`config.mk`:
```
export PLATFORM = sky130hd
export DESIGN_NAME = burst_addr_seq
export DESIGN_NICKNAME = d
export VERILOG_FILES = /design/src/rtl/burst_seq_pkg.sv /design/src/rtl/bseq_next_addr.sv /design/src/rtl/bseq_stall_len.sv /design/src/rtl/burst_addr_seq.sv
export SDC_FILE = /design/constraint.sdc
export NUM_CORES = 1
export LEC_CHECK = 0
export ABC_CLOCK_PERIOD_IN_PS = 4800
export CAP_MARGIN = 20
export CORE_UTILIZATION = 45
export DETAILED_ROUTE_END_ITERATION = 10
export PLACE_DENSITY = 0.71
export SLEW_MARGIN = 10
export SYNTH_ARGS = -nofsm -noshare
export SYNTH_HDL_FRONTEND = slang
export SYNTH_SLANG_ARGS = --single-unit
```
`constraint.sdc`:
```
create_clock -name clk -period 4.8 [get_ports clk]
set_input_delay 1.44 -clock clk [delete_from_list [all_inputs] [get_ports clk]]
set_output_delay 1.44 -clock clk [all_outputs]
set_load 0.05 [all_outputs]
```
`src/rtl/burst_seq_pkg.sv`:
```
package burst_seq_pkg;

    typedef enum logic [1:0] {
        ST_IDLE  = 2'd0,
        ST_DATA  = 2'd1,
        ST_STALL = 2'd2
    } seq_state_e;

    typedef enum logic [1:0] {
        LEN_FOUR  = 2'b00,
        LEN_EIGHT = 2'b01,
        LEN_CONT  = 2'b10,
        LEN_CONTX = 2'b11
    } len_mode_e;

    localparam int unsigned GROUP_BITS = 3;

    function automatic logic is_continuous(len_mode_e m);
        return (m == LEN_CONT) || (m == LEN_CONTX);
    endfunction

    function automatic logic [3:0] burst_words(len_mode_e m);
        return (m == LEN_FOUR) ? 4'd4 : 4'd8;
    endfunction

endpackage

```
`src/rtl/bseq_next_addr.sv`:
```
module bseq_next_addr
    import burst_seq_pkg::*;
#(
    parameter int unsigned ADDR_W = 22
) (
    input  logic [ADDR_W-1:0] cur,
    input  len_mode_e         mode,
    input  logic              linear,
    output logic [ADDR_W-1:0] nxt
);

    localparam int unsigned FOUR_BITS  = 2;
    localparam int unsigned EIGHT_BITS = GROUP_BITS;

    logic [ADDR_W-1:0] lin_nxt;
    logic [ADDR_W-1:0] wrap4_nxt;
    logic [ADDR_W-1:0] wrap8_nxt;

    // full-width increment: rollover from the top word to zero is natural
    assign lin_nxt = cur + ADDR_W'(1);

    generate
        if (ADDR_W > EIGHT_BITS) begin : g_wide
            assign wrap4_nxt = {cur[ADDR_W-1:FOUR_BITS],
                                FOUR_BITS'(cur[FOUR_BITS-1:0] + 1'b1)};
            assign wrap8_nxt = {cur[ADDR_W-1:EIGHT_BITS],
                                EIGHT_BITS'(cur[EIGHT_BITS-1:0] + 1'b1)};
        end else begin : g_narrow
            assign wrap4_nxt = lin_nxt;
            assign wrap8_nxt = lin_nxt;
        end
    endgenerate

    always_comb begin
        if (linear) begin
            nxt = lin_nxt;
        end else begin
            unique case (mode)
                LEN_FOUR:  nxt = wrap4_nxt;
                LEN_EIGHT: nxt = wrap8_nxt;
                default:   nxt = lin_nxt;
            endcase
        end
    end

endmodule

```
`src/rtl/bseq_stall_len.sv`:
```
module bseq_stall_len
    import burst_seq_pkg::*;
#(
    parameter int unsigned LAT_W = 4
) (
    input  logic [GROUP_BITS-1:0] offset,
    input  logic [LAT_W-1:0]      lat,
    output logic [LAT_W-1:0]      stall_len
);

    localparam int unsigned CMP_W = (LAT_W > GROUP_BITS) ? LAT_W : GROUP_BITS;

    logic [CMP_W-1:0] off_w;
    logic [CMP_W-1:0] lat_w;
    logic [CMP_W-1:0] min_w;

    assign off_w = CMP_W'(offset);
    assign lat_w = CMP_W'(lat);

    // stall is the smaller of the latency setting and the start offset
    always_comb begin
        if (lat_w < off_w) min_w = lat_w;
        else               min_w = off_w;
    end

    assign stall_len = LAT_W'(min_w);

endmodule

```
`src/rtl/burst_addr_seq.sv`:
```
module burst_addr_seq
    import burst_seq_pkg::*;
#(
    parameter int unsigned ADDR_W = 22,
    parameter int unsigned LAT_W  = 4
) (
    input  logic              clk,
    input  logic              rst_n,
    input  logic              start,
    input  logic [ADDR_W-1:0] start_addr,
    input  logic [1:0]        len_sel,
    input  logic              no_wrap,
    input  logic [LAT_W-1:0]  latency,
    input  logic              advance,
    output logic [ADDR_W-1:0] addr,
    output logic              valid,
    output logic              wait_n
);

    localparam int unsigned CNT_W = 4;

    seq_state_e            state_q, state_d;
    logic [ADDR_W-1:0]     addr_q, addr_d;
    logic [CNT_W-1:0]      left_q, left_d;
    logic [LAT_W-1:0]      stl_q, stl_d;
    logic                  crossed_q, crossed_d;
    len_mode_e             mode_q, mode_d;
    logic                  nowrap_q, nowrap_d;
    logic [LAT_W-1:0]      lat_q, lat_d;
    logic [GROUP_BITS-1:0] off_q, off_d;

    logic                  cont;
    logic                  linear;
    logic                  last_word;
    logic                  crossing;
    logic [ADDR_W-1:0]     nxt_addr;
    logic [LAT_W-1:0]      stall_len;

    assign cont      = is_continuous(mode_q);
    assign linear    = cont || nowrap_q;
    assign last_word = !cont && (left_q == CNT_W'(1));
    assign crossing  = linear && !crossed_q &&
                       (nxt_addr[GROUP_BITS-1:0] == '0);

    bseq_next_addr #(.ADDR_W(ADDR_W)) u_next (
        .cur    (addr_q),
        .mode   (mode_q),
        .linear (linear),
        .nxt    (nxt_addr)
    );

    bseq_stall_len #(.LAT_W(LAT_W)) u_stall (
        .offset    (off_q),
        .lat       (lat_q),
        .stall_len (stall_len)
    );

    // next-state logic
    always_comb begin
        state_d   = state_q;
        addr_d    = addr_q;
        left_d    = left_q;
        stl_d     = stl_q;
        crossed_d = crossed_q;
        mode_d    = mode_q;
        nowrap_d  = nowrap_q;
        lat_d     = lat_q;
        off_d     = off_q;
        if (start) begin
            // START: reload everything, abandoning any burst in progress
            state_d   = ST_DATA;
            addr_d    = start_addr;
            mode_d    = len_mode_e'(len_sel);
            nowrap_d  = no_wrap;
            lat_d     = latency;
            off_d     = start_addr[GROUP_BITS-1:0];
            left_d    = burst_words(len_mode_e'(len_sel));
            crossed_d = 1'b0;
            stl_d     = '0;
        end else begin
            unique case (state_q)
                ST_IDLE: begin
                    state_d = ST_IDLE;
                end
                ST_DATA: begin
                    if (advance) begin
                        if (last_word) begin
                            state_d = ST_IDLE;          // FINISH
                        end else begin
                            addr_d = nxt_addr;          // STEP
                            if (!cont) left_d = left_q - CNT_W'(1);
                            if (crossing) begin
                                crossed_d = 1'b1;
                                if (stall_len != '0) begin
                                    state_d = ST_STALL; // ENTER_STALL
                                    stl_d   = stall_len;
                                end
                            end
                        end
                    end
                end
                ST_STALL: begin
                    stl_d = stl_q - LAT_W'(1);
                    if (stl_q == LAT_W'(1)) state_d = ST_DATA;  // RESUME
                end
                default: state_d = ST_IDLE;
            endcase
        end
    end

    // state register
    always_ff @(posedge clk or negedge rst_n) begin
        if (!rst_n) begin
            state_q   <= ST_IDLE;
            addr_q    <= '0;
            left_q    <= '0;
            stl_q     <= '0;
            crossed_q <= 1'b0;
            mode_q    <= LEN_FOUR;
            nowrap_q  <= 1'b0;
            lat_q     <= '0;
            off_q     <= '0;
        end else begin
            state_q   <= state_d;
            addr_q    <= addr_d;
            left_q    <= left_d;
            stl_q     <= stl_d;
            crossed_q <= crossed_d;
            mode_q    <= mode_d;
            nowrap_q  <= nowrap_d;
            lat_q     <= lat_d;
            off_q     <= off_d;
        end
    end

    // outputs
    always_comb begin
        addr = addr_q;
        unique case (state_q)
            ST_IDLE: begin
                valid  = 1'b0;
                wait_n = 1'b1;
            end
            ST_DATA: begin
                valid  = 1'b1;
                wait_n = 1'b1;
            end
            ST_STALL: begin
                valid  = 1'b0;
                wait_n = 1'b0;
            end
            default: begin
                valid  = 1'b0;
                wait_n = 1'b1;
            end
        endcase
    end

    // ---------------- assertions ----------------
    AST_START_LOADS: assert property (@(posedge clk) disable iff (!rst_n)
        start |=> (valid && wait_n && addr == $past(start_addr)));

    AST_HOLD_WORD: assert property (@(posedge clk) disable iff (!rst_n)
        (valid && !advance && !start) |=> (valid && $stable(addr)));

    AST_WRAP_IN_GROUP: assert property (@(posedge clk) disable iff (!rst_n)
        (valid && advance && !start && !linear && !last_word)
        |=> (addr[ADDR_W-1:GROUP_BITS] == $past(addr[ADDR_W-1:GROUP_BITS])));

    AST_WRAP_NO_WAIT: assert property (@(posedge clk) disable iff (!rst_n)
        (state_q != ST_IDLE && !linear) |-> wait_n);

    AST_LINEAR_STEP: assert property (@(posedge clk) disable iff (!rst_n)
        (valid && advance && !start && linear && !last_word)
        |=> (addr == ADDR_W'($past(addr) + ADDR_W'(1))));

    AST_STALL_BOUND: assert property (@(posedge clk) disable iff (!rst_n)
        (!wait_n) |-> (stl_q <= lat_q && CNT_W'(stl_q) <= CNT_W'(off_q)));

    AST_STALL_ONCE: assert property (@(posedge clk) disable iff (!rst_n)
        (crossed_q && valid && !start) |=> wait_n);

    AST_NO_VALID_IN_STALL: assert property (@(posedge clk) disable iff (!rst_n)
        (!wait_n) |-> !valid);

endmodule

```
Word level (Yosys, flattened, before mapping)

Index checks and enable logic that the tools add are counted.

ROM bits: 0
Bits in registers: 43
Memories: 0
Input bits: 33
Latch bits: 0
Bits in writable memories: 0

$add $sub $neg: 5
$lt $le $gt $ge: 1
$mul: 0
Reductions and logical operators: 21
Shift operators: 0
Div/mod/pow operators: 0
Bitwise logic cells: 0
Eq/ne operators: 18
Muxes and demuxes: 33

Operators with widths:

| operator                | number |
|---|---|
| $mux W22                | 5 |
| $mux W4                 | 12 |
| $pmux W22 S2            | 1 |
| $add A22 B1 Y22 const B | 1 |
| $ne A3 B3 Y1 const B    | 7 |
| $mux W2                 | 6 |
| $reduce_and A4 Y1       | 3 |
| $reduce_and A5 Y1       | 2 |
| $eq A4 B1 Y1 const B    | 2 |
| $ne A4 B4 Y1 const B    | 2 |
| $pmux W4 S2             | 1 |
| $sub A4 B1 Y4 const B   | 2 |
| $mux W1                 | 7 |
| $eq A2 B2 Y1 const B    | 3 |
| $reduce_bool A2 Y1      | 3 |
| $eq A2 B1 Y1 const B    | 2 |
| $logic_not A2 Y1        | 2 |
| $lt A4 B3 Y1            | 1 |
| $ne A2 B2 Y1 const B    | 2 |
| $pmux W2 S2             | 1 |
| $reduce_bool A4 Y1      | 1 |
| $add A3 B1 Y3 const B   | 1 |
| $logic_and A1 B1 Y1     | 3 |
| $logic_not A3 Y1        | 1 |
| 5 further kinds         | 7 |

Depth between registers and ports, before layout

Gate-level depths: netlist of the first run.

Depth after elaboration: 11
Mapped depth: 7
Mapped depth without buffers: 7

Cells and area by module

Synthesis of the first run repeated with hierarchy kept, for this count alone.

Cell total of the unflattened synthesis: 272
Area, all modules: 2,673.8 um^2

By module, submodules not included:

| module         | cells an instance | times used | area each (um^2) |
|---|---|---|---|
| burst_addr_seq | 204               | 1          | 2,137.0 |
| bseq_next_addr | 55                | 1          | 427.9 |
| bseq_stall_len | 13                | 1          | 108.9 |

Least setup slack after synthesis of the first run

Ideal clock, no wire load.

Kind: input to register
Start point: input port advance
End point: register addr_q[16], in the netlist addr[16]
Arrival: 2.724 ns
Buffers on the path: 0
Required time: 4.675 ns
Path slack: 1.951 ns
Cell stages on the path: 5
Cell sequence: nand2_1 nor4_2 nand4_1 xnor2_1 mux2_2

Longest elaborated chain between the ends: 2

Ends and longest elaborated chain:

| element                             | line                  | text |
|---|---|---|
| from (decl)                         | burst_addr_seq.sv:14  | `input logic advance,` |
| $reduce_bool A2 Y1 (no source line) | n/a                   |  |
| $reduce_and A5 Y1 (no source line)  | n/a                   |  |
| to (signal assigned)                | burst_addr_seq.sv:125 | `addr_q <= addr_d;` |
| to (decl)                           | burst_addr_seq.sv:23  | `logic [ADDR_W-1:0] addr_q, addr_d;` |

Every way passes these cells.
A chain may end at the register's enable or synchronous reset.

Final worst setup path of the first run

Same ends and word-level chain as after synthesis.

==> results of run 1 <==
## worst reg2reg max path, delay by kind of cell, from the launching register on
family                   cells  cell delay [ns]
AND/OR/NAND/NOR              3             1.17
flip-flops                   1             0.40
multiplexers                 1             0.25
adder cells (fa/ha/maj)      1             0.20
XOR/XNOR                     1             0.17
buffers and inverters        1             0.06
## metal layers
layer  track usage, %  up-vias  wire length (um)
li1                 -      981                 -
met1             28.0      958              2490
met2             33.6       61              2390
met3             4.82       10               224
met4             6.17        0                54
met5                0        -                 0
## final cells by class
type                       count  area [um^2]  area share [%]
tap                           70         87.6            2.80
sequential                    43         1080            34.4
multi-input combinational    181         1260            40.3
inverter                      12         45.0            1.44
timing repair buffer          57          558            17.9
clock buffer                   8          100            3.20
## placed cells by master (no fill, tap or decap), types with 2 or more instances in the layout
master           count
buf_2                2
and3_1               4
mux2i_1              4
ha_1                10
a22o_1               2
nand2b_1             2
mux2_2              11
clkdlybuf4s50_1     54
o211ai_1             3
nand3_1             11
nor2_1               9
a211oi_1             2
nand3b_1             2
xor2_1              18
xnor2_1              6
nand2_1             26
nor3_1               2
inv_1               12
and2_1               4
nor4_1               4
nor2b_1              2
dfrtp_1             43
clkbuf_8             7
a32o_1               2
nand4_1              9
o21ai_0             27
## state kept, by name (all words and copies together) (netlist names)
signal,flops
left_q,4
state_q,2
stl_q,4
crossed_q,1
nowrap_q,1
mode_q,2
off_q,3
lat_q,4
addr,22
## how the worst max path moves through the flow
stage | start | end | slack (ns) | depth (start not counted)
finish | advance | addr[16] | 1.49 | 6
global route | advance | addr[16] | 1.38 | 6
floorplan | advance | addr[16] | 1.95 | 5
CTS | state_q[0] | wait_n | 1.48 | 4
detailed placement | advance | addr[16] | 1.19 | 6
global placement | advance | addr[16] | 1.24 | 6
## per-stage QoR
step	std cells	utilization, %	area (um^2)	hold slack, ns
2_1_floorplan	245	-	2410	0.464
5_1_grt	371	60.8	3130	0.540
3_3_place_gp	363	58.9	3030	0.478
3_5_place_dp	363	58.9	3030	0.485
4_1_cts	371	60.8	3130	0.515
6_report	371	60.8	3130	0.519
## cells by family after synthesis
kind of cell / after synthesis / share of synthesized area (%)
AO/OA/AOI/OAI: 46 / 11.8
flip-flops: 43 / 44.6
AND/OR/NAND/NOR: 86 / 19.6
multiplexers: 15 / 6.79
XOR/XNOR: 24 / 8.70
buffers and inverters: 21 / 3.32
adder cells (fa/ha/maj): 10 / 5.18
## report_power, final
group / leakage [nW] / internal, mW / switching (mW)
Combinational: 0.704 / 0.188 / 0.267
Sequential: 0.527 / 0.417 / 0.0605
Clock: 0.0515 / 0.131 / 0.120
==> impl_metrics.csv, run 1 <==
group,metric,value,unit
outcome,status,"completed",
worst_setup_path,cp_slowest_cell,"nor4_2",
sta,setup_viol,0,
sta,final.period_utilization,68.9,%
power,total_power,1.18,mW
sta,rsz0062_at_grt,"no",
yosys,yosysTopAreaCell,"dfrtp_1",
worst_setup_path,crit_fanout,8,
global_route,grt_pass1_vias,1959,
min_path,hold_class,"reg2reg",
worst_setup_path,path_cells,"clkdlybuf4s50_1 > nand2_1 > nor4_2 > nand4_1 > xnor2_1 > mux2_2",
route,wl_per_cell,13.9,um
yosys,synth.top_cell.area_share,44.6,%
yosys,synthTopCellsByArea,"dfrtp_1 45%, xor2_1 6.5%, o21ai_0 5.6%",
global_route,antenna_found_initial,0,
sta,fin_ws,1.49,ns
worst_setup_path,crit_buf_inv,1,
clocking,htreeDepth,2,
global_route,grt_start_max_net_pins,66,
worst_setup_path,start_kind,"primary input",
clocking,ctsHoldBuffers,0,
yosys,syn_inst,245,
sta,final_hold_viol_count,0,
yosys,yosys_register_bits,43,
sta,setup_tns,0,ns
floorplan,die_area,5660,um^2
placed_design,place.detailed.hpwl,3.64,mm
yosys,ys.flop_type,"dfrtp_1",
clocking,numCtsBuffers,5,
yosys,synthTopCellsByCount,"43 x dfrtp_1, 27 x o21ai_0, 26 x nand2_1, 18 x xor2_1, 12 x inv_1",
yosys,synth_edf_count,0,
floorplan,row_count,26,
sta,period_minus_slack,3.31,ns
worst_setup_path,critPathTopFamily,"simple AND/OR/NAND/NOR gates",
sta,fin_worst_skew,0.00412,ns
min_path,hold_depth,1,
worst_setup_path,slowest_delay,0.78,ns
yosys,postSynth.asyncResetShare,100,%
floorplan,core,5140,um^2
min_path,min_from,"lat_q[3]",
yosys,syn-cell-area,2410,um^2
min_path,hold_end,"lat_q[3]",
run,timing.max_cap.violations,0,
route,vias,2010,
power,vdd_drop_max,0.000160,V
clocking,cts-root-buf,"clkbuf_8",
finish,final_nets,343,
yosys,syn_avg_cell_area,9.86,um^2
floorplan,fp.dieW,75.3,um
placed_design,io_buffers,56,
worst_setup_path,cp.arrival,3.49,ns
route,drc_errors,0,
sta,fmax,302,MHz
clocking,ctsResizeCount,0,
power,power.density,379,nW/um^2
power,p_leak,1.28,nW
sta,drv_slew,0,
worst_setup_path,r2r_cells,7,
placed_design,pre_cts_slack,1.19,ns
clocking,path_clk_slew,0.08,ns
yosys,synth_most_common_cell,"dfrtp_1",
global_route,grtUsageTotal,20.8,%
clocking,numClockSinks,43,
clocking,post_cts_buffers,0,
sta,relSlewSlack,37.2,%
finish,antenna_cells,0,
worst_setup_path,critical_path_class,"in2reg",
finish,syn2layout_area_growth,29.4,%
worst_setup_path,r2r-start,"state_q[1]",
yosys,yosys_warnings,0,
global_route,globalRouteOverflowTotal,0,
sta,tightestPinTransition,0.942,ns
route,drt-pass1-iter-count,4,
yosys,synth.yosys.seq_area_share,44.6,%
worst_setup_path,r2r_end,"addr[16]",
clocking,cts_tree,"yes",
worst_setup_path,required,4.98,ns
yosys,syn-num-nets,288,
finish,fill_cells,486,
yosys,ys_types,47,
floorplan,die_h,75.3,um
floorplan,start_util,47.0,%
global_route,grt_pass1_wl,8.91,mm
route,drtIter0Drc,90,
finish,drive_above_1_share,8.97,%
route,routed_wl,5.16,mm
clocking,insertion_delay,0.29,ns
worst_setup_path,end_kind,"register",
clocking,clock_tree.buffer_depth,2,
floorplan,boundaryPins,57,
route,drtAntennaViolNets,0,
placed_design,gp_congestion,0.817,
worst_setup_path,r2r_setup_slack,2.44,ns
route,avgViaCountPerCell,5.42,
(Power assumes the default switching activity.)
==> run 2, diff against run 1 <==
Settings changed: ABC_CLOCK_PERIOD_IN_PS 4800 to 3200.
Clock period 4.8 ns to 3.2 ns, I/O delays scaled along.
==> run 2 against run 1 <==
  * Non-clock buffer count rose by 5
  * Core utilization increased by 0.19 points
  * Global-route usage decreased by 0.64 points
  * Cell area up 0.32%
  * Die area unchanged
  * Largest power group unchanged
  * Total power increased by 46%
  * Highest routed layer unchanged
  * First-iteration DRC count fell by 20%
  * Critical endpoint is now wait_n
==> impl_metrics.csv, run 2 (same netlist as run 1, synthesis figures left out) <==
group,metric,value,unit
outcome,status,"completed",
clocking,insertion_delay,0.29,ns
placed_design,place.detailed.hpwl,3.69,mm
sta,setup_viol,0,
sta,period_minus_slack,2.83,ns
floorplan,die_h,75.3,um
worst_setup_path,cp.arrival,1.87,ns
worst_setup_path,critical_path_class,"reg2out",
finish,instances_no_fill,374,
worst_setup_path,crit_fanout,6,
placed_design,dpl_cell_area,3060,um^2
floorplan,die_area,5660,um^2
route,vias,1994,
placed_design,gp_congestion,0.840,
clocking,cts-root-buf,"clkbuf_8",
route,routed_wl,5.20,mm
route,drt-pass1-iter-count,4,
sta,drv_slew,0,
global_route,grtUsageTotal,20.1,%
route,drtIter0Drc,72,
clocking,htreeDepth,2,
clocking,path_clk_slew,0.08,ns
sta,relSlewSlack,35.5,%
sta,final_hold_viol_count,0,
power,total_power,1.73,mW
route,drtAntennaViolNets,0,
sta,rsz0062_at_grt,"no",
worst_setup_path,r2r_cells,7,
finish,final_cell_mix,"54 x clkdlybuf4s50_1, 43 x dfrtp_1, 27 x o21ai_0, 26 x nand2_1, 18 x xor2_1",
clocking,ctsHoldBuffers,0,
route,wl_met2,2.39,mm
clocking,cts_tree,"yes",
clocking,numCtsBuffers,5,
floorplan,fp.dieW,75.3,um
route,wl_per_cell,13.9,um
sta,final.period_utilization,88.5,%
global_route,antenna_found_initial,0,
floorplan,boundaryPins,57,
route,drc_errors,0,
finish,syn2layout_area_growth,29.8,%
clocking,ctsResizeCount,0,
worst_setup_path,cp_common_cell,"inv_1",
floorplan,row_count,26,
min_path,hold_depth,2,
global_route,grt_pass1_vias,1932,
sta,fin_ws,0.367,ns
worst_setup_path,start_kind,"register",
placed_design,dp.cells,368,
sta,fmax,353,MHz
clocking,numClockSinks,43,
worst_setup_path,cp_slowest_cell,"clkdlybuf4s50_1",
route,highest_layer,"met4",
sta,setup_tns,0,ns
finish,drive_above_1_share,9.87,%
floorplan,start_util,47.0,%
floorplan,core,5140,um^2
worst_setup_path,slowest_delay,0.80,ns
clocking,post_cts_buffers,0,
power,vdd_drop_max,0.000362,V
finish,layout.area.seq,1080,um^2
sta,hold_ws,0.512,ns
run,timing.max_cap.violations,0,
finish,fill_cells,476,
finish,largest_reg_flops,22,
placed_design,pre_cts_slack,0.319,ns
finish,final_common_cell,"clkdlybuf4s50_1",
finish,multiInputGateArea,1260,um^2
route,wl_met1,2.50,mm
global_route,globalRouteOverflowTotal,0,
route,avgViaCountPerCell,5.33,
worst_setup_path,end_kind,"output port",
min_path,hold_class,"reg2reg",
placed_design,io_buffers,56,
sta,tightestPinTransition,0.968,ns
global_route,grt_pass1_wl,8.65,mm
route,routed-wl-met3,248,um
sta,fin_worst_skew,0.00237,ns
worst_setup_path,required,2.24,ns
finish,antenna_cells,0,
finish,fin_util,61.0,%
worst_setup_path,r2r_setup_slack,1.03,ns
power,p_leak,1.29,nW
clocking,clock_tree.buffer_depth,2,
power,power.density,552,nW/um^2
finish,fin_area,3140,um^2
finish,final_nets,348,
worst_setup_path,path_cells,"inv_1 > ha_1 > inv_1 > clkdlybuf4s50_1",
global_route,grt_start_max_net_pins,65,
-- run 2: cell count changes in the layout (fill, tap and decap cells not counted), sizes merged --
cell,delta
clkbuf,-2
buf,+5
-- run 2: where the power goes --
group / leakage [nW] / switching [mW] / total [mW] / internal, mW
Combinational: 0.730 / 0.400 / 0.694 / 0.293
Sequential: 0.527 / 0.0917 / 0.717 / 0.625
Clock: 0.0371 / 0.175 / 0.321 / 0.146
Total: 1.29 / 0.667 / 1.73 / 1.06
-- run 2: cell type report --
| class | instances | share of cell area [%] |
|---|---|---|
| repair buffers | 62 | 19.0 |
| inverters | 12 | 1.44 |
| flip-flops and latches | 43 | 34.3 |
| clock buffers | 6 | 2.31 |
| multi-input cells | 181 | 40.1 |
| well taps | 70 | 2.79 |
-- run 2: worst paths after layout --
kind                            start    endpoint
setup / recovery           state_q[0]      wait_n
hold / removal              crossed_q   crossed_q
setup reg to reg             lat_q[2]  state_q[0]
hold reg to reg             crossed_q   crossed_q
max in group asynchronous       rst_n     addr[3]
min in group asynchronous       rst_n    stl_q[0]
-- run 2: per-layer routing --
metal / global-route usage, % / up-vias
li1: - / 983
met5: 0 / -
met4: 4.73 / 0
met1: 26.1 / 937
met2: 33.7 / 64
met3: 5.49 / 10
-- run 2: critical path: cells and delay by family (launching register included) --
kind,cells,cell delay (ns)
adder cells (fa/ha/maj),1,0.26
buffers and inverters,3,0.94
flip-flops,1,0.38
